===== config.mk =====
export PLATFORM = sky130hd
export DESIGN_NAME = ecc_inject_unit
export DESIGN_NICKNAME = d
export VERILOG_FILES = /design/src/rtl/ecc_inj_pkg.sv /design/src/rtl/ecc_inj_regs.sv /design/src/rtl/ecc_inj_match.sv /design/src/rtl/ecc_inj_corrupt.sv /design/src/rtl/ecc_inject_unit.sv
export SDC_FILE = /design/constraint.sdc
export NUM_CORES = 1
export LEC_CHECK = 0
export BUFFER_PORTS_ARGS = -buffer_cell sky130_fd_sc_hd__clkbuf_2
export CAP_MARGIN = 10
export CORE_MARGIN = 2
export CORE_UTILIZATION = 39
export CTS_CLUSTER_SIZE = 28
export DETAILED_ROUTE_END_ITERATION = 12
export PLACE_DENSITY = 0.66
export SETUP_SLACK_MARGIN = 0.2
export SLEW_MARGIN = 10
export SYNTH_ARGS = -nofsm -noshare
export SYNTH_HDL_FRONTEND = slang
export SYNTH_SLANG_ARGS = --single-unit

===== constraint.sdc =====
create_clock -name clk -period 3.35 [get_ports clk]
set_input_delay 0.67 -clock clk [delete_from_list [all_inputs] [get_ports clk]]
set_output_delay 0.67 -clock clk [all_outputs]
set_load 0.02 [all_outputs]

===== src/rtl/ecc_inj_pkg.sv =====
// Shared constants for the ECC error injection unit.
// Assumes a register port with a 4-bit address; field order fixes register addresses.
package ecc_inj_pkg;
    localparam int NFIELD = 6;
    localparam int F_DIMM = 0;
    localparam int F_RANK = 1;
    localparam int F_CHAN = 2;
    localparam int F_BANK = 3;
    localparam int F_PAGE = 4;
    localparam int F_COL  = 5;

    localparam logic [3:0] RA_MASK = 4'd6;
    localparam logic [3:0] RA_SEL  = 4'd7;
    localparam logic [3:0] RA_TYPE = 4'd8;
    localparam logic [3:0] RA_EN   = 4'd9;

    localparam int TY_RPT = 0;
    localparam int TY_ECC = 1;
    localparam int TY_PAR = 2;

    function automatic int max_of(input int a, input int b);
        return (a > b) ? a : b;
    endfunction
endpackage


===== src/rtl/ecc_inj_regs.sv =====
// Configuration registers of the injection unit: match fields with wildcard
// flags, ECC mask, section select, type and enable. Assumes DATA_W > FW_MAX.
// The enable clears itself on a one-shot hit unless software writes it that cycle.
module ecc_inj_regs
    import ecc_inj_pkg::*;
#(
    parameter int FW_MAX = 16,
    parameter int CHK_W  = 16,
    parameter int DATA_W = 32,
    parameter int FW [NFIELD] = '{default: 1}
) (
    input  logic                           clk,
    input  logic                           rst_n,
    input  logic                           cfg_we,
    input  logic [3:0]                     cfg_addr,
    input  logic [DATA_W-1:0]              cfg_wdata,
    output logic [DATA_W-1:0]              cfg_rdata,
    input  logic                           fire,
    output logic [NFIELD-1:0][FW_MAX-1:0]  m_val,
    output logic [NFIELD-1:0]              m_any,
    output logic [CHK_W-1:0]               ecc_mask,
    output logic [1:0]                     sec_sel,
    output logic [2:0]                     inj_type,
    output logic                           inj_en
);
    function automatic logic [FW_MAX-1:0] fmask(input int w);
        return FW_MAX'((64'd1 << w) - 64'd1);
    endfunction

    // Register updates: software writes, then the one-shot self-clear.
    always_ff @(posedge clk) begin
        if (!rst_n) begin
            m_val    <= '0;
            m_any    <= '1;
            ecc_mask <= '0;
            sec_sel  <= '0;
            inj_type <= '0;
            inj_en   <= 1'b0;
        end else begin
            for (int i = 0; i < NFIELD; i++) begin
                if (cfg_we && cfg_addr == 4'(i)) begin
                    m_val[i] <= cfg_wdata[FW_MAX-1:0] & fmask(FW[i]);
                    m_any[i] <= cfg_wdata[DATA_W-1];
                end
            end
            if (cfg_we && cfg_addr == RA_MASK) ecc_mask <= cfg_wdata[CHK_W-1:0];
            if (cfg_we && cfg_addr == RA_SEL)  sec_sel  <= cfg_wdata[1:0];
            if (cfg_we && cfg_addr == RA_TYPE) inj_type <= cfg_wdata[2:0];
            if (cfg_we && cfg_addr == RA_EN)
                inj_en <= |cfg_wdata;
            else if (fire && !inj_type[TY_RPT])
                inj_en <= 1'b0;
        end
    end

    // Readback multiplexer for the addressed register.
    always_comb begin
        cfg_rdata = '0;
        for (int i = 0; i < NFIELD; i++) begin
            if (cfg_addr == 4'(i)) begin
                cfg_rdata[FW_MAX-1:0] = m_val[i];
                cfg_rdata[DATA_W-1]   = m_any[i];
            end
        end
        case (cfg_addr)
            RA_MASK: cfg_rdata = DATA_W'(ecc_mask);
            RA_SEL:  cfg_rdata = DATA_W'(sec_sel);
            RA_TYPE: cfg_rdata = DATA_W'(inj_type);
            RA_EN:   cfg_rdata = DATA_W'(inj_en);
            default: ;
        endcase
    end
endmodule


===== src/rtl/ecc_inj_match.sv =====
// Address matcher: one comparator per decoded coordinate, each bypassed by
// its wildcard flag. Assumes access fields are zero-extended to FW_MAX.
module ecc_inj_match
    import ecc_inj_pkg::*;
#(
    parameter int FW_MAX = 16
) (
    input  logic [NFIELD-1:0][FW_MAX-1:0] m_val,
    input  logic [NFIELD-1:0]             m_any,
    input  logic [NFIELD-1:0][FW_MAX-1:0] acc_f,
    input  logic                          wr_stb,
    input  logic                          inj_en,
    output logic                          hit
);
    logic [NFIELD-1:0] fhit;

    // Per-field compare, forced true by the wildcard flag.
    for (genvar g = 0; g < NFIELD; g++) begin : g_field
        assign fhit[g] = m_any[g] | (m_val[g] == acc_f[g]);
    end

    // An armed write hits only if every field agrees.
    assign hit = wr_stb & inj_en & (&fhit);
endmodule


===== src/rtl/ecc_inj_corrupt.sv =====
// Corruption stage: on a hit, XORs the mask into the selected check-word
// sections (ECC type) or raises the parity flip (parity type, which wins).
// Assumes section index 0 is the low half and 1 the high half.
module ecc_inj_corrupt
    import ecc_inj_pkg::*;
#(
    parameter int CHK_W = 16
) (
    input  logic                  hit,
    input  logic [CHK_W-1:0]      ecc_mask,
    input  logic [1:0]            sec_sel,
    input  logic [2:0]            inj_type,
    input  logic [1:0][CHK_W-1:0] chk_in,
    output logic [1:0][CHK_W-1:0] chk_out,
    output logic                  par_flip,
    output logic                  fire
);
    logic par_mode;
    logic ecc_mode;

    // Mode decode: parity takes priority over the ECC mask.
    assign par_mode = inj_type[TY_PAR];
    assign ecc_mode = inj_type[TY_ECC] & ~par_mode;

    // Per-section mask application, steered by the select bits.
    for (genvar s = 0; s < 2; s++) begin : g_sec
        assign chk_out[s] = chk_in[s] ^ ((hit && ecc_mode && sec_sel[s]) ? ecc_mask : '0);
    end

    // Parity flip and the firing event that drives the one-shot clear.
    assign par_flip = hit & par_mode;
    assign fire     = hit & (par_mode | inj_type[TY_ECC]);
endmodule


===== src/rtl/ecc_inject_unit.sv =====
// ECC error injection unit top: registers, coordinate matcher and
// corruption stage. Check-word outputs are combinational in the access inputs.
module ecc_inject_unit
    import ecc_inj_pkg::*;
#(
    parameter int DIMM_W = 2,
    parameter int RANK_W = 2,
    parameter int CHAN_W = 2,
    parameter int BANK_W = 3,
    parameter int PAGE_W = 16,
    parameter int COL_W  = 11,
    parameter int CHK_W  = 16,
    parameter int DATA_W = 32
) (
    input  logic              clk,
    input  logic              rst_n,
    input  logic              cfg_we,
    input  logic [3:0]        cfg_addr,
    input  logic [DATA_W-1:0] cfg_wdata,
    output logic [DATA_W-1:0] cfg_rdata,
    input  logic              wr_stb,
    input  logic [DIMM_W-1:0] acc_dimm,
    input  logic [RANK_W-1:0] acc_rank,
    input  logic [CHAN_W-1:0] acc_chan,
    input  logic [BANK_W-1:0] acc_bank,
    input  logic [PAGE_W-1:0] acc_page,
    input  logic [COL_W-1:0]  acc_col,
    input  logic [CHK_W-1:0]  chk_lo_in,
    input  logic [CHK_W-1:0]  chk_hi_in,
    output logic [CHK_W-1:0]  chk_lo_out,
    output logic [CHK_W-1:0]  chk_hi_out,
    output logic              par_flip
);
    localparam int FW_MAX = max_of(max_of(max_of(DIMM_W, RANK_W), max_of(CHAN_W, BANK_W)),
                                   max_of(PAGE_W, COL_W));
    localparam int FW_TAB [NFIELD] = '{DIMM_W, RANK_W, CHAN_W, BANK_W, PAGE_W, COL_W};

    logic [NFIELD-1:0][FW_MAX-1:0] m_val;
    logic [NFIELD-1:0]             m_any;
    logic [NFIELD-1:0][FW_MAX-1:0] acc_f;
    logic [CHK_W-1:0]              ecc_mask;
    logic [1:0]                    sec_sel;
    logic [2:0]                    inj_type;
    logic                          inj_en;
    logic                          hit;
    logic                          fire;
    logic [1:0][CHK_W-1:0]         chk_in;
    logic [1:0][CHK_W-1:0]         chk_out;

    // Gather access coordinates in register order, zero-extended.
    assign acc_f[F_DIMM] = FW_MAX'(acc_dimm);
    assign acc_f[F_RANK] = FW_MAX'(acc_rank);
    assign acc_f[F_CHAN] = FW_MAX'(acc_chan);
    assign acc_f[F_BANK] = FW_MAX'(acc_bank);
    assign acc_f[F_PAGE] = FW_MAX'(acc_page);
    assign acc_f[F_COL]  = FW_MAX'(acc_col);

    // Section packing: index 0 low, index 1 high.
    assign chk_in[0]  = chk_lo_in;
    assign chk_in[1]  = chk_hi_in;
    assign chk_lo_out = chk_out[0];
    assign chk_hi_out = chk_out[1];

    ecc_inj_regs #(
        .FW_MAX(FW_MAX), .CHK_W(CHK_W), .DATA_W(DATA_W), .FW(FW_TAB)
    ) regs_i (
        .clk(clk), .rst_n(rst_n), .cfg_we(cfg_we), .cfg_addr(cfg_addr),
        .cfg_wdata(cfg_wdata), .cfg_rdata(cfg_rdata), .fire(fire),
        .m_val(m_val), .m_any(m_any), .ecc_mask(ecc_mask),
        .sec_sel(sec_sel), .inj_type(inj_type), .inj_en(inj_en)
    );

    ecc_inj_match #(.FW_MAX(FW_MAX)) match_i (
        .m_val(m_val), .m_any(m_any), .acc_f(acc_f),
        .wr_stb(wr_stb), .inj_en(inj_en), .hit(hit)
    );

    ecc_inj_corrupt #(.CHK_W(CHK_W)) corrupt_i (
        .hit(hit), .ecc_mask(ecc_mask), .sec_sel(sec_sel), .inj_type(inj_type),
        .chk_in(chk_in), .chk_out(chk_out), .par_flip(par_flip), .fire(fire)
    );
endmodule


==> metrics.md <==
| Metric | Value |
|---|---|
| Status | complete, no violations |
| Min cycle time layout | about 3.1 ns |
| Proportion of netlist area held by the largest area contributor | approximately 28% |
| Top FF cell, synth | dfxtp_1 |
| Post-synth EDFFs | 0 |
| Starting utilization of the core area | 39.6% |
| Number of buffers added by the clock tree synthesis step | 9 |
| Maximum fanout along the worst path | 17 |
| Routed len/inst | 16.7 um |
| Cell-by-cell trace of the critical path | buf_8 -> xnor2_4 -> a21oi_2 -> or3_4 -> nor4_4 -> buf_6 -> buf_16 -> nand3_2 -> xnor2_2 -> buf_4 |
| Multi-input combinational cell area | 3130 um2 |
| Worst flop-to-flop path startpoint | regs_i.m_val[50] |
| Std-Cell Rows | 39 |
| Post-DR vias/cell | around 5.2 |
| Number of buffers between clock root and the deepest sink | 2 |
| DRC violations left | 0 |
| Path category of the worst min-delay check | flop to flop |
| Cell taking the most area after synthesis | dfxtp_1 |
| Cell variety after synth | 33 |
| Via count | between 4,000 and 5,000 |
| Hold-fix buffers, CTS | 0 |
| Total length of routed wires | between 10,000 and 15,000 um |
| Worst setup slack after layout | around 0.22 ns |
| Number of antenna repair diodes | 0 |
| Count of fill cells added during filler insertion | between 1,000 and 1,500 |
| Global-route wire length before repair | about 22,000 um |
| 1st-iter DRT viols | between 200 and 250 |
| Final Cycle Share | approximately 93% |
| Max-cap check violation count | 0 |
| Register Area | 1280 um2 |
| Number of ports placed on the die boundary | 173 |
| Share of layout cells above drive strength 1 | ~35% |
| Placed wire-length estimate after detailed placement | 10,300 um |
| Count leader, synth | nand2_1 |
| Root cell of the clock tree | clkbuf_16 |
| Synthesis-to-layout area growth | 32.3% |
| Leading cell types by total area after synthesis | dfxtp_1 (28%), nand2_1 (8.9%), xnor2_1 (8.0%), a21boi_0 (7.8%), mux2i_1 (6.9%) |
| Start-to-end type of the worst setup path | input port to output pin |
| Clk sink count | 64 |
| Post-route setup TNS | 0 ns |
| Worst Skew | roughly 0.0038 ns |
| Worst Setup End Kind | output pin |
| Pin count of the biggest net entering global routing | 65 |
| Number of I/O port buffers | ~160 |
| Post-layout util | 52.4% |
| Maximum achievable frequency | between 300 and 400 MHz |
| Unrepaired setup endpoints after global routing | true |
| Synth warn | 0 |
| Largest voltage drop on the vdd net | around 0.25 mV |
| Hold path start | regs_i.m_val[70] |
| Clock input transition at the sequential cells of the worst setup and hold paths | ~0.06 ns |
| CTS H-Tree Depth | 3 |
| Total number of nets in the final design | 803 |
| Core area | around 11,000 um2 |
| Required time of the critical path | between 2 and 3 ns |
| Y dimension of the die | between 100 and 150 um |
| Slew HR | between 20% and 30% |
| Number of buffers and inverters on the critical path | 4 |
| Least-Margin Pin Slew | approximately 1.1 ns |
| Full die area | about 12,000 um2 |
| CTS tree | done |
| RePlAce Congestion | 0.965 |
| Chip Width | 111 um |
| Cell with the biggest individual delay on the critical path | or3_4 |
| Sort of element at the start of the critical path | input port |
| Remaining antenna violation count | 0 |
| Critical Path AT | roughly 2.5 ns |
| Placement Setup Slack | between 0.07 and 0.08 ns |
| Crit path largest cell delay | between 0.3 and 0.4 ns |
| Pre-Repair DR Iteration Count | 5 |
| Total of flip-flops plus latches after synthesis | 64 |
| Top Family by Delay on Critical Path | simple AND/OR/NAND/NOR gates |
| Cell area reported after detailed placement | between 5000 and 6000 um2 |
| Worst setup startpoint | acc_dimm[0] |
| Remaining Overflow, GRT | 0 |
| Clock network latency to the later pin of the worst-skew pair | between 0.3 and 0.4 ns |
| Overall power | just over 2 mW |
| Number of global-route vias before repair | between 4,000 and 5,000 |
| GRT Util Overall | roughly 22% |
| Number of antenna violations at the first check in global routing | 0 |
| Synthesized area per cell | between 8 and 9 um2 |
| Cell area power density | between 300 and 400 nW/um2 |
| Final hold vios | 0 |
| Gate count of the mapped netlist | roughly 560 |
| Setup Viol. Count Final | 0 |
| Summed area of non-filler cells in the final layout | 5960 um2 |
| Proportion of synthesized flip-flops having asynchronous set or reset | 0% |
| Portion of the post-synthesis area used by sequential elements | between 20 and 30% |
| Max-slew violations | 0 |
| Static power due to leakage | ~2.5 nW |
| Cell area after synthesis | roughly 4500 um2 |
| Top cell types by occurrence after synthesis | nand2_1 (107), dfxtp_1 (64), a21boi_0 (47), xnor2_1 (41), mux2i_1 (31) |
cell families (layout without fill, tap and decap cells):
| kind of cell | count (synthesis) | after routing | share of synthesized area, % |
|---|---|---|---|
| compound gates | 71 | 71 | 10.8 |
| xor+xnor | 68 | 68 | 13.2 |
| buf+inv | 57 | 188 | 7.16 |
| flops | 64 | 64 | 28.4 |
| mux | 36 | 36 | 9.39 |
| other cells | 1 | 15 | 0.0832 |
| simple gates | 258 | 258 | 30.9 |
worst reg2reg max path, delay by kind of cell, from the launching register on:
kind                      cells  cell delay [ns]
DFF                           1             0.39
and+or+nand+nor               2             0.70
buffers and inverters         3             0.50
xor gates and xnor gates      1             0.13
AOI/OAI and AO/OA             2             0.16
repair_timing:
action / 4_1_cts / 5_1_grt
resized for setup: 9 / 85
buffers inserted: 1 / 1
gates cloned: 1 / 2
setup endpoints to repair: 33 / 32
pin swaps: 1 / 3
routing by layer:
layer	part of all wire (%)	routed length [um]	GRT usage, %	vias to the layer above
met1	43	6010	28.4	2045
met2	49	6970	38.0	183
met5	0	0	0	-
li1	-	-	-	2140
met3	6.1	862	3.59	19
met4	1.8	261	5.35	0
layout make-up:
class | count | area share [%]
repair buffers | 172 | 18.0
clock buffers | 9 | 3.78
well taps | 143 | 3.00
multi-input cells | 448 | 52.5
clock inverters | 7 | 1.20
flip-flops and latches | 64 | 21.6
power breakdown:
| part | switching, mW | internal [mW] |
|---|---|---|
| clock | 0.357 | 0.575 |
| sequential | 0.0112 | 0.772 |
| combinational | 0.183 | 0.147 |
state kept, by name, indices dropped and copies added, names as in the netlist:
| name | flops |
|---|---|
| regs_i.sec_sel | 2 |
| regs_i.inj_en | 1 |
| regs_i.m_val | 36 |
| regs_i.inj_type | 3 |
| regs_i.ecc_mask | 16 |
| regs_i.m_any | 6 |
through the flow:
stage	hold slack [ns]	std cells
after floorplan	0.456	569
after global placement	0.476	822
after detailed placement	0.489	822
after CTS	0.497	840
after global routing	0.518	843
final	0.497	843
cell usage in the layout, fill, tap and decap left out, types with 2 or more instances in the layout:
cell / Yosys / final
nand4_1: 2 / 2
dfxtp_2: 0 / 3
nor3b_1: 18 / 18
a21boi_0: 47 / 47
mux2i_1: 31 / 31
nand2_1: 107 / 107
dfxtp_1: 64 / 61
buf_2: 6 / 3
clkbuf_16: 0 / 11
nand3_2: 28 / 28
clkinv_2: 0 / 2
nor3_1: 8 / 8
a31oi_1: 5 / 4
nor2_1: 28 / 28
buf_6: 5 / 2
xnor2_1: 41 / 23
xor2_1: 27 / 27
and3_1: 18 / 18
o21ai_0: 4 / 4
nand3_1: 16 / 15
a21oi_1: 12 / 11
nor2b_1: 14 / 14
nor4_1: 14 / 14
xnor2_2: 0 / 17
conb_1: 1 / 15
buf_12: 0 / 2
mux4_2: 5 / 5
clkbuf_2: 0 / 123
clkinvlp_4: 0 / 3
buf_4: 17 / 38
final timing paths:
path	cells after the start	end	slack, ns
hold reg to reg	2	regs_i.m_val[70]	0.50
setup / recovery	10	chk_lo_out[1]	0.22
setup reg to reg	8	regs_i.inj_en	1.37
hold / removal	2	regs_i.m_val[70]	0.50
Note: power is estimated with default switching activity, not from simulation.
